**config.mk**
```make
export PLATFORM = sky130hd
export DESIGN_NAME = xlate_cache
export DESIGN_NICKNAME = d
export VERILOG_FILES = /design/src/rtl/xc_pkg.sv /design/src/rtl/xc_match.sv /design/src/rtl/xc_pick.sv /design/src/rtl/xc_table.sv /design/src/rtl/xlate_cache.sv
export SDC_FILE = /design/constraint.sdc
export NUM_CORES = 1
export LEC_CHECK = 0
export BUFFER_PORTS_ARGS = -buffer_cell sky130_fd_sc_hd__buf_4
export CORE_ASPECT_RATIO = 0.75
export CORE_UTILIZATION = 40
export CTS_CLUSTER_SIZE = 30
export DETAILED_ROUTE_END_ITERATION = 6
export PLACE_DENSITY_LB_ADDON = 0.1
export SETUP_SLACK_MARGIN = 0.1
export SYNTH_ARGS = -nofsm -noshare
export SYNTH_HDL_FRONTEND = slang
export SYNTH_HIERARCHICAL = 1
export SYNTH_SLANG_ARGS = --single-unit
```
**constraint.sdc**
```tcl
create_clock -name clk -period 4.1 [get_ports clk]
set_input_delay 0.205 -clock clk [delete_from_list [all_inputs] [get_ports clk]]
set_output_delay 0.205 -clock clk [all_outputs]
set_load 0.01 [all_outputs]
```
**src/rtl/xc_pkg.sv**
```systemverilog
package xc_pkg;
    parameter int VPN_W = 20;
    parameter int PFN_W = 20;
    parameter int PID_W = 8;
    parameter int OFF_W = 12;
    localparam int VA_W = VPN_W + OFF_W;
    localparam int PA_W = PFN_W + OFF_W;

    typedef enum logic [1:0] {
        OP_FILL  = 2'b00,
        OP_INVAL = 2'b01,
        OP_FLUSH = 2'b10,
        OP_CLRT  = 2'b11
    } cmd_op_e;

    typedef struct packed {
        logic             valid;
        logic [PID_W-1:0] pid;
        logic [VPN_W-1:0] vpn;
        logic [PFN_W-1:0] pfn;
        logic             rd;
        logic             wr;
        logic             touched;
        logic             dirty;
    } xc_entry_t;
endpackage

```
**src/rtl/xc_match.sv**
```systemverilog
module xc_match
    import xc_pkg::*;
#(
    parameter int ENTRIES = 8
) (
    input  xc_entry_t [ENTRIES-1:0] tbl,
    input  logic [VPN_W-1:0]        vpn,
    input  logic [PID_W-1:0]        pid,
    output logic [ENTRIES-1:0]      match
);
    // one comparator per slot
    for (genvar g = 0; g < ENTRIES; g++) begin : g_cmp
        assign match[g] = tbl[g].valid && (tbl[g].vpn == vpn) && (tbl[g].pid == pid);
    end
endmodule

```
**src/rtl/xc_pick.sv**
```systemverilog
module xc_pick #(
    parameter int ENTRIES = 8,
    localparam int IDX_W = (ENTRIES > 1) ? $clog2(ENTRIES) : 1
) (
    input  logic [ENTRIES-1:0] match,
    output logic               found,
    output logic [IDX_W-1:0]   idx
);
    // lowest index wins: scan from the top down so the last write is the lowest
    always_comb begin
        found = |match;
        idx   = '0;
        for (int i = ENTRIES - 1; i >= 0; i--) begin
            if (match[i]) idx = IDX_W'(i);
        end
    end
endmodule

```
**src/rtl/xc_table.sv**
```systemverilog
module xc_table
    import xc_pkg::*;
#(
    parameter int ENTRIES = 8,
    localparam int IDX_W = (ENTRIES > 1) ? $clog2(ENTRIES) : 1
) (
    input  logic                    clk,
    input  logic                    rst_n,
    input  logic                    acc_ok,
    input  logic                    acc_wr,
    input  logic [IDX_W-1:0]        acc_idx,
    input  logic                    cmd_go,
    input  cmd_op_e                 cmd_op,
    input  logic [IDX_W-1:0]        cmd_idx,
    input  logic [VPN_W-1:0]        cmd_vpn,
    input  logic [PFN_W-1:0]        cmd_pfn,
    input  logic [PID_W-1:0]        cmd_pid,
    input  logic                    cmd_rd,
    input  logic                    cmd_wr,
    output xc_entry_t [ENTRIES-1:0] tbl
);
    typedef struct packed {
        xc_entry_t [ENTRIES-1:0] ent;
    } tbl_state_t;

    tbl_state_t st_d, st_q;

    always_comb begin
        st_d = st_q;
        // access side effects first; a same-cycle command overrides them
        if (acc_ok) begin
            st_d.ent[acc_idx].touched = 1'b1;
            if (acc_wr) st_d.ent[acc_idx].dirty = 1'b1;
        end
        if (cmd_go) begin
            unique case (cmd_op)
                OP_FILL: begin
                    st_d.ent[cmd_idx].valid   = 1'b1;
                    st_d.ent[cmd_idx].pid     = cmd_pid;
                    st_d.ent[cmd_idx].vpn     = cmd_vpn;
                    st_d.ent[cmd_idx].pfn     = cmd_pfn;
                    st_d.ent[cmd_idx].rd      = cmd_rd;
                    st_d.ent[cmd_idx].wr      = cmd_wr;
                    st_d.ent[cmd_idx].touched = 1'b0;
                    st_d.ent[cmd_idx].dirty   = 1'b0;
                end
                OP_INVAL: st_d.ent[cmd_idx].valid = 1'b0;
                OP_FLUSH: begin
                    for (int i = 0; i < ENTRIES; i++) st_d.ent[i].valid = 1'b0;
                end
                OP_CLRT: begin
                    for (int i = 0; i < ENTRIES; i++) st_d.ent[i].touched = 1'b0;
                end
                default: ;
            endcase
        end
    end

    always_ff @(posedge clk or negedge rst_n) begin
        if (!rst_n) st_q <= '0;
        else        st_q <= st_d;
    end

    assign tbl = st_q.ent;
endmodule

```
**src/rtl/xlate_cache.sv**
```systemverilog
module xlate_cache
    import xc_pkg::*;
#(
    parameter int ENTRIES = 8,
    localparam int IDX_W = (ENTRIES > 1) ? $clog2(ENTRIES) : 1
) (
    input  logic             clk,
    input  logic             rst_n,
    input  logic             lk_valid,
    input  logic             lk_write,
    input  logic [VA_W-1:0]  lk_vaddr,
    input  logic [PID_W-1:0] cur_pid,
    output logic             hit,
    output logic [PA_W-1:0]  paddr,
    output logic             fault_miss,
    output logic             fault_perm,
    output logic             hit_touched,
    output logic             hit_dirty,
    input  logic             priv_mode,
    input  logic             cmd_valid,
    input  logic [1:0]       cmd_op,
    input  logic [IDX_W-1:0] cmd_idx,
    input  logic [VPN_W-1:0] cmd_vpn,
    input  logic [PFN_W-1:0] cmd_pfn,
    input  logic [PID_W-1:0] cmd_pid,
    input  logic             cmd_rd,
    input  logic             cmd_wr,
    output logic             cmd_priv_fault
);
    xc_entry_t [ENTRIES-1:0] tbl;
    logic [ENTRIES-1:0]      match;
    logic                    found;
    logic [IDX_W-1:0]        sel_idx;
    xc_entry_t               sel;
    logic                    allowed;
    logic                    cmd_go;
    logic [ENTRIES-1:0]      valid_vec, touched_vec, dirty_vec;

    xc_match #(.ENTRIES(ENTRIES)) u_match (
        .tbl   (tbl),
        .vpn   (lk_vaddr[VA_W-1:OFF_W]),
        .pid   (cur_pid),
        .match (match)
    );

    xc_pick #(.ENTRIES(ENTRIES)) u_pick (
        .match (match),
        .found (found),
        .idx   (sel_idx)
    );

    assign cmd_go = cmd_valid && priv_mode;

    xc_table #(.ENTRIES(ENTRIES)) u_table (
        .clk     (clk),
        .rst_n   (rst_n),
        .acc_ok  (hit),
        .acc_wr  (lk_write),
        .acc_idx (sel_idx),
        .cmd_go  (cmd_go),
        .cmd_op  (cmd_op_e'(cmd_op)),
        .cmd_idx (cmd_idx),
        .cmd_vpn (cmd_vpn),
        .cmd_pfn (cmd_pfn),
        .cmd_pid (cmd_pid),
        .cmd_rd  (cmd_rd),
        .cmd_wr  (cmd_wr),
        .tbl     (tbl)
    );

    always_comb begin
        sel            = tbl[sel_idx];
        allowed        = lk_write ? sel.wr : sel.rd;
        hit            = lk_valid && found && allowed;
        fault_miss     = lk_valid && !found;
        fault_perm     = lk_valid && found && !allowed;
        paddr          = hit ? {sel.pfn, lk_vaddr[OFF_W-1:0]} : '0;
        hit_touched    = hit && sel.touched;
        hit_dirty      = hit && sel.dirty;
        cmd_priv_fault = cmd_valid && !priv_mode;
        for (int i = 0; i < ENTRIES; i++) begin
            valid_vec[i]   = tbl[i].valid;
            touched_vec[i] = tbl[i].touched;
            dirty_vec[i]   = tbl[i].dirty;
        end
    end
endmodule

```
## Word-level counts from Yosys, hierarchy flattened

Cells that the tools add are included.
Widths: inputs -> output; s select.

| word-level totals | value |
|---|---|
| bits in read-only memories | 0 |
| RAM bits | 0 |
| bits in latches | 0 |
| register bits | 424 |
| input port bits | 101 |
| output and inout port bits | 38 |
| memories kept | 0 |

| cells by class | value |
|---|---|
| add/subtract/negate cells | 0 |
| order comparisons | 4 |
| divide/modulo/power cells | 0 |
| reduce and logical (&&, ||, !) cells | 31 |
| $mul | 0 |
| muxes and demuxes | 78 |
| eq/ne operators | 19 |
| shift-type cells | 0 |
| bitwise logic cells | 0 |

Operators with widths:

| operator | count |
|---|---|
| $bwmux 424 | 11 |
| $demux 53 s3 | 10 |
| $mux 424 | 3 |
| $pmux 50 s2 | 8 |
| $eq 20x20->1 | 8 |
| $bmux 53 s3 | 1 |
| $eq 8x8->1 | 8 |
| $mux 53 | 1 |
| $mux 52 | 1 |
| $mux 24 | 2 |
| $pmux 1 s3 | 16 |
| $mux 44 | 1 |
| $mux 32 | 1 |
| $mux 3 | 9 |
| $logic_and 1x1->1 | 26 |
| $pmux 1 s2 | 8 |
| $lt 3x4->1 const B | 2 |
| $reduce_or 8->1 | 1 |
| $ge 3x1->1 const B | 2 |
| $eq 2x2->1 const B | 2 |
| $mux 2 | 2 |
| $mux 4 | 1 |
| $logic_not 1->1 | 3 |
| $mux 1 | 3 |
| other kinds (2) | 2 |

## Depth between registers and ports, before layout

Gate-level depths: netlist of the first run.

| depth | value |
|---|---|
| word-level depth | 29 |
| depth in mapped cells | 18 |

## Hierarchy

The synthesis of the first run kept the hierarchy.

Modules (own cells, without submodules):

| module | area an instance (µm²) | instances | cells each |
|---|---|---|---|
| xc_table | 16215.6 | 1 | 966 |
| xc_match | 2748.9 | 1 | 332 |
| xlate_cache | 1823.0 | 1 | 149 |
| xc_pick | 81.3 | 1 | 13 |

## Worst setup path before layout of the first run

OpenSTA, ideal clock, no wires.

| timing | value |
|---|---|
| path kind | register -> register |
| start | reg u_table.st_q (netlist bit u_table/tbl[407]) |
| end | reg u_table.st_q (netlist bit u_table/tbl[107]) |
| path buffers | 2 |
| stages on the path, launching flop included | 16 |
| data required time | 4012 ps |
| data arrival time | 3444 ps |
| library setup time | 88 ps |
| period minus slack after synthesis | 3532 ps |
| path slack | 568 ps |
| path through | dfrtp_1 -> xor2_1 -> nor4_1 -> nand3_1 -> nor4_2 -> a21oi_1 -> o41ai_1 -> buf_6 -> mux2i_1 -> a22oi_2 -> nand4_2 -> buf_2 -> nand2_1 -> nor3b_1 -> a21oi_1 -> nor3b_1 |

RTL lines:

| item | line | RTL |
|---|---|---|
| start, declared | xc_table.sv:26 | `tbl_state_t st_d, st_q;` |
| start signal, assigned | xc_table.sv:61 | `else st_q <= st_d;` |

## Final worst setup path of the first run

| timing | value |
|---|---|
| start | reg u_table.st_q (netlist bit u_table/tbl[247]) |
| end | out paddr[25] |

| on the way | value |
|---|---|
| cells in the longest elaborated chain, start to end | 13 |

RTL lines:

| item | line | RTL |
|---|---|---|
| $eq 20x20->1 (*) | xc_match.sv:13 | `assign match[g] = tbl[g].valid && (tbl[g].vpn == vpn) && (tbl[g].pid == pid);` |
| $logic_and 1x1->1 (*) (2 in series) | xc_match.sv:13 |  |
| net match[4] | xlate_cache.sv:31 | `logic [ENTRIES-1:0] match;` |
| $mux 3 (*) (5 in series) | xc_pick.sv:14 | `if (match[i]) idx = IDX_W'(i);` |
| net sel_idx[2] | xlate_cache.sv:33 | `logic [IDX_W-1:0] sel_idx;` |
| $bmux 53 s3 (*) | xlate_cache.sv:72 | `sel = tbl[sel_idx];` |
| $mux 24 (not written as such) (*) | xlate_cache.sv:72 |  |
| $mux 1 | xlate_cache.sv:73 | `allowed = lk_write ? sel.wr : sel.rd;` |
| $logic_and 1x1->1 | xlate_cache.sv:74 | `hit = lk_valid && found && allowed;` |
| $mux 32 (*) | xlate_cache.sv:77 | `paddr = hit ? {sel.pfn, lk_vaddr[OFF_W-1:0]} : '0;` |
| end, declared | xlate_cache.sv:14 | `output logic [PA_W-1:0] paddr,` |

The timed path passes the listed nets; every way through them passes the cells marked *. The select of a mux whose other input is x is not followed.

==> metrics, run 1 <==
status=finished, violations left; violated checks=negative setup slack; largest family of logic cells by synthesized area=multiplexers; Final Hold Vio Count=0; initial antenna violation count=1; synth warn=6; Die Y=200 um; core footprint=0.0515 mm^2; DP Area=0.0226 mm^2; FILL cells=4,623; Initial Util=0.405; worst hold path endpoint=u_table/tbl[0]; WL/cell=24.8 um; fin crit share=1.01; simple-gate share of the synthesized area=0.0521; Slew Limit Fails=0; grt total ovfl=0; Hold Path Origin=cmd_idx[1]; Reg2Reg Depth=15; hold depth=3; WL final=59.4 mm; Crit Path Class=reg2out; worst-case clock buffer depth=3; Critical Path RT=3890 ps; largest net degree at the start of global routing=119; vias per inst=5.32; cell count after synthesis=1,460; first-pass iteration count of the detailed router=7; count of state elements after synthesis=424; Hold Worst Slack=60.0 ps; CTS tree=done; max reg flops=424; Syn Nets=1,561; commonest non-fill, non-tap cell in the layout=dfrtp_1; Post-DP HPWL=38.0 mm; Max-slew headroom=0.230; chip width=266 um; leak pwr=0.0117 uW; fin area=0.0249 mm^2; final net count=1,762; Root Driver=clkbuf_16; DRT iter0 DRCs=858; H-Tree Depth=2; Hold Crit Class=in2reg; R2R Path End=u_table/tbl[107]; Worst-Margin Slew=1150 ps; commonest cells after routing, fill and taps aside=dfrtp_1, mux2_2, buf_4; I/O pins=139; Max Clock Skew=19.7 ps; Mapped Avg Cell Area=14.3 um^2; total clock sinks=424; clock slew at reported path FFs=60 ps; Critical R2R Launch=u_table/tbl[247]; r2r setup slk=440 ps; num rows=72; ant diodes=0; DR DRC count=0; CTS buffer count=46; Detail Route Antenna Nets=0; die area=0.0531 mm^2; vias in the first global route=13.0k; Distinct cells, synth=50; share of cells above drive strength 1=0.390; register area share after synthesis=0.508; Worst EP arrival=3930 ps; Final setup viols=7; RSZ-0062 raised after global routing=yes; Startpoint Class=flop; GR Util All Layers=0.224; post-synthesis xor/xnor area fraction=0.0944; crit path max fanout=17; multiplexer area fraction after synthesis=0.279; Area growth syn-to-layout=19.3%; PwrDens=431 mW/mm^2; final worst path period need=4130 ps; Fmax achieved=0.242 GHz; clk_lat worst skew=570 ps; Adder-Cell Fraction of Synth Area=0; first-pass GRT wire length=87.5 mm; Cell Area, Synth=0.0209 mm^2; Final WS setup=-31.0 ps; maximum vdd drop=0.000294 V; Synth Area in Compound Gates=0.0241; GPL Wtd Cong=0.835; Critical Path End Type=primary output; total number of vias=12.8k; port bufs=138; Max-Cap Viols=0
## metal layers
metal  vias up  track usage  wire length (um)
met5         -            0                 0
met4         0       0.0462               860
met3        60       0.0482              3420
met2       273        0.320             24800
met1      6761        0.347             30300
li1       5657            -                 -
## critical path, cell delays in order (launching register included)
cell	delay [ps]
dfrtp_1	390
xor2_1	500
nor4_1	130
nand4_1	230
nor4_2	70
buf_4	160
nor4_2	350
and3b_2	300
nor2b_1	170
a22oi_2	240
nand4_4	190
buf_12	210
a21oi_1	220
buf_4	160
## worst max-delay path by stage
stage | depth (start not counted) | slack, ps | endpoint | start
final | 13 | -30 | paddr[25] | u_table/tbl[247]
after detailed placement | 13 | 210 | paddr[26] | cur_pid[0]
after floorplan | 15 | 570 | u_table/tbl[107] | u_table/tbl[407]
after global placement | 13 | 220 | paddr[26] | cur_pid[0]
after CTS | 15 | -90 | paddr[26] | u_table/tbl[210]
after global routing | 14 | -200 | paddr[16] | u_table/tbl[416]
## layout make-up
type	count	area, um^2	area share
clock buffer	70	1390	0.0559
clock inverter	11	109	0.00437
inverter	4	15.0	0.000603
multi-input combinational	934	9580	0.385
sequential	424	10600	0.426
tap	703	880	0.0353
timing repair buffer	251	2320	0.0933
## Yosys cell counts, drive strengths merged
library cell / instances / area share
and2: 1 / 0.00030
nor4b: 1 / 0.0011
nand3: 11 / 0.0026
mux2: 396 / 0.22
a21oi: 41 / 0.0098
nor2b: 12 / 0.0036
nor2: 18 / 0.0061
a31oi: 4 / 0.0012
mux4: 44 / 0.048
nand2: 8 / 0.0018
o41ai: 2 / 0.00084
xor2: 152 / 0.064
or2: 1 / 0.00030
o21ai: 13 / 0.0031
nor3: 13 / 0.0031
mux2i: 30 / 0.014
nor3b: 4 / 0.0014
and4bb: 3 / 0.0018
a21boi: 13 / 0.0047
dfrtp: 424 / 0.51
clkbuf: 4 / 0.00072
and3b: 4 / 0.0017
inv: 4 / 0.00072
nand4bb: 2 / 0.0011
a22oi: 2 / 0.0012
o21bai: 1 / 0.00036
and3: 4 / 0.0012
a211oi: 8 / 0.0029
xnor2: 72 / 0.030
nor4: 41 / 0.015
nand2b: 1 / 0.00030
buf: 94 / 0.040
nand4b: 4 / 0.0017
nand4: 28 / 0.0090
## metrics by stage
stage	util	total power (uW)	setup TNS (ps)	cells	setup WS (ps)
detailed placement	0.439	6550	0	2255	209
CTS	0.480	10800	-695	2393	-91.7
finish	0.483	10700	-114	2397	-31.0
global placement	0.439	6520	0	2255	217
global route	0.483	11200	-5760	2397	-204
floorplan	-	5950	0	1460	568
## logic make-up after synthesis
family / count (synthesis)
flip-flops: 424
AND/OR/NAND/NOR: 156
buffers and inverters: 102
XOR/XNOR: 224
multiplexers: 470
AO/OA/AOI/OAI: 84
## where the power goes
part	internal [uW]	switching, uW	total [uW]
Sequential	4710	309	5020
Clock	2450	1720	4170
Combinational	788	743	1530
## timing repair
action                                 4_1_cts  5_1_grt
pin swaps                                    5        0
resized for setup                           10       18
endpoints found under the hold margin      514        0
buffers inserted                             3        2
setup endpoints to repair                   36       36
hold buffers                                54        0
cloned                                       0        2
Power figures use the tool's default switching activity.
==> run 2: changes to the inputs <==
--- a/config.mk
+++ b/config.mk
@@ -7,6 +7,7 @@
 export LEC_CHECK = 0
 export BUFFER_PORTS_ARGS = -buffer_cell sky130_fd_sc_hd__buf_4
 export CORE_ASPECT_RATIO = 0.75
+export CORE_MARGIN = 2
 export CORE_UTILIZATION = 40
 export CTS_CLUSTER_SIZE = 30
 export DETAILED_ROUTE_END_ITERATION = 6
==> constraint.sdc (replaced) <==
create_clock -name clk -period 4.1 [get_ports clk]
set_input_delay 0.205 -clock clk [delete_from_list [all_inputs] [get_ports clk]]
set_output_delay 0.205 -clock clk [all_outputs]
set_load 0.05 [all_outputs]
==> run 2 against run 1 <==
Compared with the run above:
- register-to-register slack worse by 50 ps
- the flow still finishes with violations (negative setup slack)
- largest cell class unchanged
- total power up 4.3%
- core utilization up 3.2 points
- routed wire length up 3.3%
- cell count up 4.0%
==> metrics, run 2 (synthesis gave the netlist of run 1 again) <==
Fmax achieved=0.237 GHz (was 0.242 GHz); Die Y=202 um (was 200 um); commonest cells after routing, fill and taps aside=dfrtp_1, mux2_2, buf_4 (unchanged); DR DRC count=0 (unchanged); first-pass GRT wire length=90.7 mm (was 87.5 mm); multi-input combinational cell area=0.0101 mm^2 (was 0.00958 mm^2); initial antenna violation count=4 (was 1); PwrDens=421 mW/mm^2 (was 431 mW/mm^2); die area=0.0540 mm^2 (was 0.0531 mm^2); Max-Cap Viols=0 (unchanged); final net count=1,854 (was 1,762); grt total ovfl=0 (unchanged); CTS tree=done (unchanged); maximum vdd drop=0.000267 V (was 0.000294 V); Critical Path Source=u_table/tbl[24] (was u_table/tbl[247]); clk_lat worst skew=570 ps (about the same); num rows=72 (unchanged); Max-slew headroom=0.237 (was 0.230); worst-case clock buffer depth=3 (unchanged); H-Tree Depth=2 (unchanged); Hold Crit Class=in2reg (unchanged); Slew Limit Fails=0 (unchanged); WL/cell=24.6 um (was 24.8 um); GPL Wtd Cong=0.840 (was 0.835); status=finished, violations left (unchanged); Critical R2R Launch=u_table/tbl[135] (was u_table/tbl[247]); total clock sinks=424 (unchanged); I/O pins=139 (unchanged); Hold Path Origin=cmd_idx[1] (unchanged); Critical Path End Type=primary output (unchanged); Hold Worst Slack=44.8 ps (was 60.0 ps); cell count after placement=2,327 (was 2,255); WL final=61.3 mm (was 59.4 mm); Reg2Reg Depth=20 (was 15); hold depth=3 (unchanged); commonest non-fill, non-tap cell in the layout=dfrtp_1 (unchanged); Initial Util=0.405 (unchanged); Worst-Margin Slew=1140 ps (was 1150 ps); port bufs=138 (unchanged); GR Util All Layers=0.228 (was 0.224); Final Hold Vio Count=0 (unchanged); Final Power=11,200 uW (was 10,700 uW); Register Area=0.0106 mm^2 (unchanged); final worst path period need=4220 ps (was 4130 ps); core footprint=0.0515 mm^2 (unchanged); CTS buffer count=47 (was 46); max reg flops=424 (unchanged); Final WS setup=-118 ps (was -31.0 ps); clock slew at reported path FFs=70 ps (was 60 ps); RSZ-0062 raised after global routing=yes (unchanged); Layout Cells excl Fill=2,494 (was 2,397); Max Clock Skew=10.3 ps (was 19.7 ps); FILL cells=4,513 (was 4,623); leak pwr=0.0124 uW (was 0.0117 uW); largest net degree at the start of global routing=104 (was 119); Worst EP arrival=4010 ps (was 3930 ps); Root Driver=clkbuf_16 (unchanged); Post-DP HPWL=39.8 mm (was 38.0 mm); share of cells above drive strength 1=0.459 (was 0.390); Area growth syn-to-layout=27.2% (was 19.3%); vias in the first global route=13.7k (was 13.0k); crit path max fanout=7 (was 17); Startpoint Class=flop (unchanged); Detail Route Antenna Nets=0 (unchanged); Crit Path Class=reg2out (unchanged); violated checks=negative setup slack (unchanged); chip width=268 um (was 266 um); Final setup viols=35 (was 7); DRT iter0 DRCs=770 (was 858); Critical Path RT=3890 ps (about the same); fin crit share=1.03 (was 1.01); total number of vias=13.1k (was 12.8k); pre-CTS WS=-364 ps (was 209 ps); first-pass iteration count of the detailed router=5 (was 7); vias per inst=5.23 (was 5.32)
run 2: cell types whose count changed in the layout (fill, tap and decap cells not counted), sizes merged:
cell         before  now
clkbuf           72   77
bufinv            2    4
clkinvlp          0    1
inv               5    4
diode             0    2
buf             195  284
clkinv            8    6
dlygate4sd3      54   55
run 2: cell type report:
class,count,area share
repair buffers,342,0.122
diodes,2,0.000188
clock buffers,74,0.0561
clock inverters,11,0.00594
inverters,4,0.000565
flip-flops and latches,424,0.400
multi-input cells,934,0.382
well taps,703,0.0331
run 2: what timing repair did:
item                                    in CTS  in global routing
hold buffers                                55                  0
cloned                                       2                  4
setup buffers                               14                  6
pin swaps                                   14                 30
endpoints found under the setup margin      52                 38
gates resized for setup                     96                107
hold endpoints to repair                   499                  0
run 2: per-stage QoR:
stage	util	cell area [um^2]	TNS (ps)
2_1_floorplan	-	20900	0
3_3_place_gp	0.448	23100	-6170
3_5_place_dp	0.448	23100	-11820
4_1_cts	0.502	25900	-4360
5_1_grt	0.515	26600	-7110
6_report	0.515	26600	-2480
run 2: power breakdown:
group          leakage, uW  total, uW  internal [uW]  switching (uW)
Combinational      0.00590       1700            883             814
Sequential         0.00565       5030           4710             313
Clock             0.000816       4470           2730            1730
Total               0.0124      11200           8330            2860
run 2: path summary, 6_finish.rpt:
path	to	slack, ps
min in group asynchronous	u_table/tbl[28]	310
worst min-delay path	u_table/tbl[0]	40
max in group asynchronous	u_table/tbl[282]	2730
worst max-delay path	paddr[24]	-120
worst min register to register	u_table/tbl[280]	480
worst max register to register	u_table/tbl[106]	390
run 2: routing by layer:
metal,up-vias,part of all wire,global-route usage
met4,0,0.012,0.0469
met3,57,0.059,0.0548
met1,6870,0.51,0.356
met2,268,0.41,0.319
met5,-,0,0
li1,5859,-,-
run 2: critical path, cell delays in order (launching register included):
cell	delay [ps]
dfrtp_1	410
xor2_2	200
nor4_4	350
nand4_1	320
nor4_4	310
buf_4	150
buf_4	110
o41ai_4	70
buf_6	150
buf_6	130
mux2i_2	140
a22oi_2	240
nand4_4	140
buf_12	180
clkbuf_16	190
a21oi_4	170
buf_6	170
